$ cat src/rtl/frac_mac_pkg.sv
package frac_mac_pkg;
  typedef enum logic [1:0] {
    OP_CLR  = 2'd0,
    OP_MAC  = 2'd1,
    OP_MACR = 2'd2,
    OP_MUL  = 2'd3
  } mac_op_e;
endpackage

$ cat src/rtl/frac_mac_mult.sv
module frac_mac_mult #(
  parameter int OP_W  = 24,
  parameter int ACC_W = 56
) (
  input  logic [OP_W-1:0]  a_i,
  input  logic [OP_W-1:0]  b_i,
  output logic [ACC_W-1:0] prod_o
);
  localparam int PROD_W = 2 * OP_W;
  localparam int EXT_W  = ACC_W - PROD_W - 1;

  logic signed [PROD_W-1:0] raw;

  assign raw    = $signed(a_i) * $signed(b_i);
  // 2.46 -> 1.47, keep the extra top bit so -1 * -1 stays positive
  assign prod_o = {{EXT_W{raw[PROD_W-1]}}, raw, 1'b0};
endmodule

$ cat src/rtl/frac_mac_rnd.sv
module frac_mac_rnd #(
  parameter int ACC_W   = 56,
  parameter int RND_POS = 23
) (
  input  logic [ACC_W-1:0] val_i,
  output logic [ACC_W-1:0] val_o
);
  localparam logic [ACC_W-1:0] HALF = ACC_W'(1) << RND_POS;
  localparam logic [ACC_W-1:0] KEEP = ~((ACC_W'(1) << (RND_POS + 1)) - ACC_W'(1));

  logic [ACC_W-1:0] bumped;

  assign bumped = val_i + HALF;
  assign val_o  = bumped & KEEP;
endmodule

$ cat src/rtl/frac_mac_sat.sv
module frac_mac_sat #(
  parameter int OP_W   = 24,
  parameter int ACC_W  = 56,
  parameter int FRAC_W = 47
) (
  input  logic [ACC_W-1:0] val_i,
  output logic [OP_W-1:0]  res_o,
  output logic             ovf_o
);
  localparam int HI_W = ACC_W - FRAC_W;
  localparam logic [OP_W-1:0] POS_MAX = {1'b0, {(OP_W-1){1'b1}}};
  localparam logic [OP_W-1:0] NEG_MIN = {1'b1, {(OP_W-1){1'b0}}};

  logic [HI_W-1:0] hi;

  assign hi    = val_i[ACC_W-1:FRAC_W];
  assign ovf_o = !((&hi) || !(|hi));

  always_comb begin
    if (!ovf_o)               res_o = val_i[FRAC_W -: OP_W];
    else if (val_i[ACC_W-1])  res_o = NEG_MIN;
    else                      res_o = POS_MAX;
  end
endmodule

$ cat src/rtl/frac_mac_acc.sv
module frac_mac_acc
  import frac_mac_pkg::*;
#(
  parameter int OP_W  = 24,
  parameter int ACC_W = 56,
  parameter int N_ACC = 2,
  parameter int SEL_W = (N_ACC > 1) ? $clog2(N_ACC) : 1
) (
  input  logic             clk_i,
  input  logic             rst_ni,
  input  logic             valid_i,
  input  mac_op_e          op_i,
  input  logic [SEL_W-1:0] sel_i,
  input  logic [ACC_W-1:0] prod_i,
  output logic [ACC_W-1:0] nxt_o
);
  localparam int GUARD_W = 8;
  localparam int FRAC_W  = ACC_W - GUARD_W - 1;
  localparam int RND_POS = FRAC_W - OP_W;

  logic [N_ACC-1:0][ACC_W-1:0] acc_q;
  logic [ACC_W-1:0] cur, sum, sum_rnd;

  assign cur = acc_q[sel_i];
  assign sum = cur + prod_i;

  frac_mac_rnd #(.ACC_W(ACC_W), .RND_POS(RND_POS)) u_rnd (
    .val_i(sum),
    .val_o(sum_rnd)
  );

  always_comb begin
    unique case (op_i)
      OP_CLR:  nxt_o = '0;
      OP_MAC:  nxt_o = sum;
      OP_MACR: nxt_o = sum_rnd;
      default: nxt_o = prod_i;
    endcase
  end

  for (genvar i = 0; i < N_ACC; i++) begin : g_acc
    always_ff @(posedge clk_i or negedge rst_ni) begin
      if (!rst_ni)                                  acc_q[i] <= '0;
      else if (valid_i && sel_i == SEL_W'(i))       acc_q[i] <= nxt_o;
    end


    p_clear_r4: assert property (@(posedge clk_i) disable iff (!rst_ni)
      valid_i && op_i == OP_CLR && sel_i == SEL_W'(i) |=> acc_q[i] == '0);

    p_round_low_r5: assert property (@(posedge clk_i) disable iff (!rst_ni)
      valid_i && op_i == OP_MACR && sel_i == SEL_W'(i) |=> acc_q[i][RND_POS:0] == '0);

    p_unsel_hold_r6: assert property (@(posedge clk_i) disable iff (!rst_ni)
      valid_i && sel_i != SEL_W'(i) |=> $stable(acc_q[i]));

    p_idle_hold_r9: assert property (@(posedge clk_i) disable iff (!rst_ni)
      !valid_i |=> $stable(acc_q[i]));
  end
endmodule

$ cat src/rtl/frac_mac.sv
module frac_mac
  import frac_mac_pkg::*;
#(
  parameter int OP_W  = 24,
  parameter int ACC_W = 56
) (
  input  logic             clk_i,
  input  logic             rst_ni,
  input  logic             valid_i,
  input  logic [1:0]       op_i,
  input  logic             acc_sel_i,
  input  logic [OP_W-1:0]  a_i,
  input  logic [OP_W-1:0]  b_i,
  output logic [ACC_W-1:0] acc_o,
  output logic [OP_W-1:0]  res_o,
  output logic             ovf_o,
  output logic             res_valid_o
);
  localparam int GUARD_W = 8;
  localparam int FRAC_W  = ACC_W - GUARD_W - 1;
  localparam logic [OP_W-1:0] POS_MAX = {1'b0, {(OP_W-1){1'b1}}};
  localparam logic [OP_W-1:0] NEG_MIN = {1'b1, {(OP_W-1){1'b0}}};

  logic [ACC_W-1:0] prod, nxt;
  logic [OP_W-1:0]  sat_res;
  logic             sat_ovf;
  mac_op_e          op;

  assign op = mac_op_e'(op_i);

  frac_mac_mult #(.OP_W(OP_W), .ACC_W(ACC_W)) u_mult (
    .a_i(a_i), .b_i(b_i), .prod_o(prod)
  );

  frac_mac_acc #(.OP_W(OP_W), .ACC_W(ACC_W), .N_ACC(2), .SEL_W(1)) u_acc (
    .clk_i(clk_i), .rst_ni(rst_ni), .valid_i(valid_i), .op_i(op),
    .sel_i(acc_sel_i), .prod_i(prod), .nxt_o(nxt)
  );

  frac_mac_sat #(.OP_W(OP_W), .ACC_W(ACC_W), .FRAC_W(FRAC_W)) u_sat (
    .val_i(nxt), .res_o(sat_res), .ovf_o(sat_ovf)
  );

  always_ff @(posedge clk_i or negedge rst_ni) begin
    if (!rst_ni) begin
      acc_o       <= '0;
      res_o       <= '0;
      ovf_o       <= 1'b0;
      res_valid_o <= 1'b0;
    end else begin
      res_valid_o <= valid_i;
      if (valid_i) begin
        acc_o <= nxt;
        res_o <= sat_res;
        ovf_o <= sat_ovf;
      end
    end
  end


  p_latency_r9: assert property (@(posedge clk_i) disable iff (!rst_ni)
    valid_i |=> res_valid_o);
  p_idle_r9: assert property (@(posedge clk_i) disable iff (!rst_ni)
    !valid_i |=> !res_valid_o && $stable(acc_o) && $stable(res_o));

  p_in_range_r7: assert property (@(posedge clk_i) disable iff (!rst_ni)
    !ovf_o |-> res_o == acc_o[FRAC_W -: OP_W]);
  p_clamp_r7: assert property (@(posedge clk_i) disable iff (!rst_ni)
    ovf_o |-> res_o == (acc_o[ACC_W-1] ? NEG_MIN : POS_MAX));
  // accumulate of a zero product leaves the value unchanged
  p_zero_mac_r3: assert property (@(posedge clk_i) disable iff (!rst_ni)
    valid_i && op == OP_MAC && (a_i == '0 || b_i == '0) && acc_sel_i == $past(acc_sel_i)
    && $past(valid_i) |=> $stable(acc_o));
endmodule

$ cat config.mk
export PLATFORM = sky130hd
export DESIGN_NAME = frac_mac
export DESIGN_NICKNAME = d
export VERILOG_FILES = /design/src/rtl/frac_mac_pkg.sv /design/src/rtl/frac_mac_mult.sv /design/src/rtl/frac_mac_rnd.sv /design/src/rtl/frac_mac_sat.sv /design/src/rtl/frac_mac_acc.sv /design/src/rtl/frac_mac.sv
export SDC_FILE = /design/constraint.sdc
export NUM_CORES = 2
export LEC_CHECK = 0
export CORE_MARGIN = 5
export CORE_UTILIZATION = 35
export DETAILED_ROUTE_END_ITERATION = 7
export HOLD_SLACK_MARGIN = 0.06
export SLEW_MARGIN = 20
export SYNTH_ARGS = -nofsm -noshare
export SYNTH_HDL_FRONTEND = slang
export SYNTH_SLANG_ARGS = --single-unit
$ cat constraint.sdc
create_clock -name clk_i -period 7.6 [get_ports clk_i]
set_input_delay 1.52 -clock clk_i [delete_from_list [all_inputs] [get_ports clk_i]]
set_output_delay 1.52 -clock clk_i [all_outputs]
set_load 0.05 [all_outputs]
-- Yosys cells after proc, flatten, opt, wreduce, memory -nomap -nowiden
Index checks and enable logic that the tools add are counted.
- eq/ne operators: 2
- reduce and logical (&&, ||, !) cells: 8
- bitwise gates (word level): 1
- div/mod/pow operators: 0
- multipliers: 1
- add/sub/neg operators: 2
- $lt $le $gt $ge: 1
- muxes and demuxes: 5
- shifts and indexed selects: 0
- operators by type and width (operator ; number):
    $pmux 56 s3 ; 1
    $mux 56 ; 2
    $add 56x24->56 const B ; 1
    $add 56x56->56 ; 1
    $mul 24x24->48 ; 1
    $mux 24 ; 2
    $reduce_and 9->1 ; 1
    $reduce_or 9->1 ; 1
    $eq 2x1->1 const B ; 1
    $eq 2x2->1 const B ; 1
    $logic_and 1x1->1 ; 2
    $logic_not 1->1 ; 2
    $logic_not 2->1 ; 1
    $lt 1x2->1 const B ; 1
    $logic_or 1x1->1 ; 1
    $not 1->1 ; 1
- logic and storage cells: 26
- bits of input ports: 54
- bits in writable memories: 0
- bits in registers: 194
- bits in read-only memories: 0
- memories: 0
- bits in latches: 0

-- Depth between registers and ports, before layout
- depth after elaboration: 9
- mapped depth: 51

-- Cells and area by module
A second synthesis with hierarchy kept.
- cell total of the unflattened synthesis: 3855
- area, all modules: 35459.0 um^2
- by module, submodules not included (module ; area each (um^2) ; cells an instance ; seq. area each (um^2) ; instances):
    frac_mac_mult ; 21175.3 ; 2282 ; 0.0 ; 1
    frac_mac_acc ; 9586.7 ; 1223 ; 2802.7 ; 1
    frac_mac ; 3435.8 ; 172 ; 2052.0 ; 1
    frac_mac_rnd ; 827.0 ; 113 ; 0.0 ; 1
    frac_mac_sat ; 434.2 ; 65 ; 0.0 ; 1

-- Least setup slack after synthesis
Ideal clock, no wire load.
- path kind: input port to flip-flop
- from: input a_i[23]
- to: register res_o[10]
- slack: -4.669 ns
- required time: 7.455 ns
- data arrival time: 12.124 ns
- stages on the path: 46
- setup time: 0.145 ns
- cell sequence: clkbuf_1 nand2_1 inv_1 fa_1 fa_1 inv_1 fa_1 inv_1 fa_1 fa_1 fa_1 inv_1 fa_1 inv_1 ha_1 clkbuf_1 nand2_1 nor3_1 (+10 left out) nand3_1 or4b_1 a31oi_1 o31a_1 o21a_1 nand2_1 o311ai_1 xnor2_1 nor3_1 nand4_2 xor2_1 nor2_1 a31oi_1 nand2_1 or4b_4 o311ai_4 buf_6 o221ai_2
- cells in the longest elaborated chain, start to end: 8
- elaborated cells between the ends (all ways): 10
- those cells by class: add/sub (2); mul (1); mux (3); reduce/logical (4)
- ends and longest elaborated chain (item ; line ; RTL):
    start, declared ; frac_mac.sv:12 ; input logic [OP_W-1:0] a_i,
    $mul 24x24->48 * ; frac_mac_mult.sv:14 ; assign raw = $signed(a_i) * $signed(b_i);
    $add 56x56->56 ; frac_mac_acc.sv:25 ; assign sum = cur + prod_i;
    $add 56x24->56 ; frac_mac_rnd.sv:13 ; assign bumped = val_i + HALF;
    $pmux 56 s3 * ; frac_mac_acc.sv:33 ; unique case (op_i)
    $reduce_or 9->1 ; frac_mac_sat.sv:17 ; assign ovf_o = !((&hi) || !(|hi));
    $logic_not 1->1 ; frac_mac_sat.sv:17 ;
    $logic_or 1x1->1 ; frac_mac_sat.sv:17 ;
    $mux 24 * ; frac_mac_sat.sv:20 ; if (!ovf_o) res_o = val_i[FRAC_W -: OP_W];
    end signal, assigned ; frac_mac.sv:54 ; res_o <= sat_res;
    end, declared ; frac_mac.sv:15 ; output logic [OP_W-1:0] res_o,
Mark *: on every way between the ends. The rest lies on a longest branch, timed or not.
A chain may end at the register's enable or synchronous reset.

-- Final worst setup path
- from: input a_i[7]
- to: register ovf_o
- cells in the longest elaborated chain, start to end: 8
- elaborated cells between the ends (all ways): 9
- those cells by class: add/sub (2); mul (1); mux (1); reduce/logical (5)
- ends and longest elaborated chain (item ; line ; RTL):
    $mul 24x24->48 * ; frac_mac_mult.sv:14 ;
    $add 56x56->56 ; frac_mac_acc.sv:25 ;
    $add 56x24->56 ; frac_mac_rnd.sv:13 ;
    $pmux 56 s3 * ; frac_mac_acc.sv:33 ;
    $reduce_or 9->1 ; frac_mac_sat.sv:17 ;
    $logic_not 1->1 ; frac_mac_sat.sv:17 ;
    $logic_or 1x1->1 * ; frac_mac_sat.sv:17 ;
    $logic_not 1->1 * ; frac_mac_sat.sv:17 ;
    end signal, assigned ; frac_mac.sv:55 ; ovf_o <= sat_ovf;
    end, declared ; frac_mac.sv:16 ; output logic ovf_o,
Marks and branches as above.

==> flow_metrics.py <==
metrics = {
    "setup_path": {
        "crit_type": "input port to register",
        "cp.required_ns": 7.90,
        "path_common_cell": "fa_1",
        "crit_path_end_kind": "register",
        "cp_slowest_cell": "fa_2",
        "cp.arrival_ns": 12.42,
        "cp-start-kind": "input port",
        "cp_max_fo": 8,
        "critical-path-max-stage-delay_ns": 0.65,
    },
    "route": {
        "num_vias": 27500,
        "postRouteAntennaNets": 0,
        "viasPerCell": 4.80,
        "routed_wl_um": 96300,
        "wl_per_cell_um": 16.8,
        "first_iter_violations": 1441,
        "drc": 0,
        "drt_pass1_iterations": 5,
    },
    "floorplan": {
        "rows": 114,
        "fp.dieArea_um2": 103000,
        "ioPinCount": 136,
        "die_y_um": 321,
        "die_w_um": 321,
        "start_util_pct": 35.1,
        "core_um2": 96300,
    },
    "outcome": {
        "violations": "setup timing",
        "status": "finished, violations left",
    },
    "global_routing": {
        "grt_pass1_vias": 29200,
        "groute.usage.overall_pct": 18.3,
        "grt_max_degree": 128,
        "grt-ovfl-total": 0,
        "grt_pass1_wl_um": 155000,
        "grt_antenna_before_repair": 4,
    },
    "cts": {
        "cts_buffers": 17,
        "cts_hold_buf": 0,
        "cts_max_level": 4,
        "clock_latency_ns": 0.46,
        "root_buffer": "clkbuf_16",
        "path_clk_slew_ns": 0.08,
        "clock-sinks": 194,
        "cts_tree": "yes",
        "cts.path.max_buffers": 2,
    },
    "timing": {
        "skew_ns": 0.0159,
        "maxSlewViolCount": 0,
        "holdWs_ns": 0.478,
        "timing.final.crit_share_pct": 159,
        "clock.fmax_mhz": 82.5,
        "hold_viol": 0,
        "setup_viol": 151,
        "rsz0062_at_grt": "true",
        "slew_headroom_pct": 29.8,
        "setup_slack_ns": -4.52,
        "tightest_slew_ns": 1.02,
        "post-route-min-period_ns": 12.12,
    },
    "final_layout": {
        "layout.nets": 5297,
        "syn_to_final_growth_pct": 33.8,
        "layout_commonest_cell": "buf_4",
        "drive_above_1_share_pct": 29.0,
        "layout_common_cells": "buf_4, inv_1, fa_1",
        "nFillCells": 8990,
    },
    "synthesis": {
        "ys_seq_area_share_pct": 14.4,
        "syn_inst": 3726,
        "synth.cell_area_um2": 33800,
        "synthArstFlopShare_pct": 100,
        "synth_warnings": 0,
        "synth_seq_cells": 194,
        "synth_edf_count": 0,
        "synth.distinct_cells": 94,
        "synth.net_count": 4574,
        "avgSynthCellArea_um2": 9.08,
        "ys.flop_type": "dfrtp_1",
    },
    "worst_hold_path": {
        "hold_class": "register to register",
    },
    "placement": {
        "pre_cts_ws_ns": -5.41,
        "dp_hpwl_um": 77400,
        "portBuffers": 135,
        "gp_congestion": 0.896,
    },
    "flow_run": {
        "drv_cap": 0,
    },
}
==> worst paths after layout <==
check,slack (ns),end,start,cells after the start
max reg2reg,1.55,ovf_o$_DFFE_PN0P_,u_acc.acc_q[1]$_DFFE_PN0P_,24
max,-4.52,ovf_o$_DFFE_PN0P_,a_i[7],45
min reg2reg,0.48,u_acc.acc_q[12]$_DFFE_PN0P_,u_acc.acc_q[12]$_DFFE_PN0P_,2
min,0.48,u_acc.acc_q[12]$_DFFE_PN0P_,u_acc.acc_q[12]$_DFFE_PN0P_,2
max in group asynchronous,5.01,u_acc.acc_q[67]$_DFFE_PN0P_,rst_ni,3
min in group asynchronous,0.94,acc_o[49]$_DFFE_PN0P_,rst_ni,1
==> cell usage after synthesis (4+ instances only) <==
cell type / instances / area, um^2
a211o_1: 5 / 43.8
a211oi_1: 11 / 82.6
a21o_1: 29 / 218
a21oi_1: 151 / 756
a21oi_2: 6 / 52.6
a22oi_1: 23 / 173
a31oi_1: 6 / 37.5
and2_1: 264 / 1650
and3_1: 13 / 81.3
and4_1: 5 / 43.8
buf_1: 7 / 26.3
buf_2: 7 / 35.0
buf_6: 4 / 45.0
clkbuf_1: 172 / 646
dfrtp_1: 194 / 4850
fa_1: 608 / 12200
ha_1: 186 / 2330
inv_1: 638 / 2390
mux2_2: 84 / 946
mux2i_1: 11 / 110
nand2_1: 554 / 2080
nand2b_1: 22 / 138
nand3_1: 24 / 120
nand3b_1: 5 / 37.5
nand4_1: 27 / 169
nor2_1: 130 / 488
nor2b_1: 13 / 81.3
nor3_1: 22 / 110
nor3b_1: 4 / 30.0
nor4_1: 6 / 37.5
o211a_1: 5 / 50.1
o211ai_1: 13 / 97.6
o21a_1: 23 / 173
o21ai_0: 191 / 956
o21ai_1: 5 / 25.0
o21bai_1: 14 / 105
o221ai_1: 4 / 35.0
o221ai_2: 20 / 300
o31ai_1: 8 / 60.1
or2_2: 5 / 31.3
or3_1: 6 / 37.5
xnor2_1: 90 / 788
xor2_1: 41 / 359
==> per-stage QoR <==
stage | setup TNS (ns) | utilization [%] | instance area (um^2) | std cells
after detailed placement | -578.99 | 43.4 | 41800 | 5602
after global routing | -471.06 | 47.0 | 45300 | 5739
after floorplan | -337.89 | - | 34500 | 3726
after global placement | -568.08 | 43.4 | 41800 | 5602
final | -417.34 | 47.0 | 45300 | 5740
after CTS | -453.74 | 44.8 | 43200 | 5660
==> worst max-delay path, delay by kind of cell <==
kind            cells  cell delay, ns
simple gates        8            1.85
compound gates     16            3.33
fa+ha+maj          10            4.32
xor+xnor            3            0.40
buf+inv             8            0.95
==> layer usage <==
metal	vias up	global-route usage, %	wire [um]
met3	93	2.71	5230
met5	-	0	32
met2	599	29.5	45100
met1	13700	26.6	44300
met4	6	3.37	1690
li1	13100	-	-
==> registers in the layout, indices dropped and copies added (netlist names) <==
| name | cells |
|---|---|
| res_o | 24 |
| res_valid_o | 1 |
| acc_o | 56 |
| ovf_o | 1 |
| u_acc.acc_q | 112 |
==> layout make-up <==
type	instances	area, um^2	share of cell area [%]
Tap cell	1276	1600	3.53
Inverter	638	2400	5.30
Timing Repair Buffer	894	8130	18.0
Clock inverter	13	195	0.431
Clock buffer	19	443	0.979
Sequential cell	194	4850	10.7
Antenna cell	2	5.00	0.0111
Multi-Input combinational cell	2704	27600	61.1
==> cells by family after synthesis <==
logic type / share of synthesized area [%]
AOI/OAI and AO/OA: 10.8
xor gates and xnor gates: 3.70
adders and majority gates: 42.9
buffers and inverters: 9.31
DFF: 14.4
muxes: 3.12
and+or+nand+nor: 15.8
==> repair_timing <==
item,in CTS,in global routing
setup buffers,24,65
resized for setup,104,427
setup endpoints to repair,160,163
cloned,4,19
pin swaps,63,185
Power is left out: the tool's default activity adds up to more than one toggle a clock period on the data nets, which glitch-free logic cannot reach.
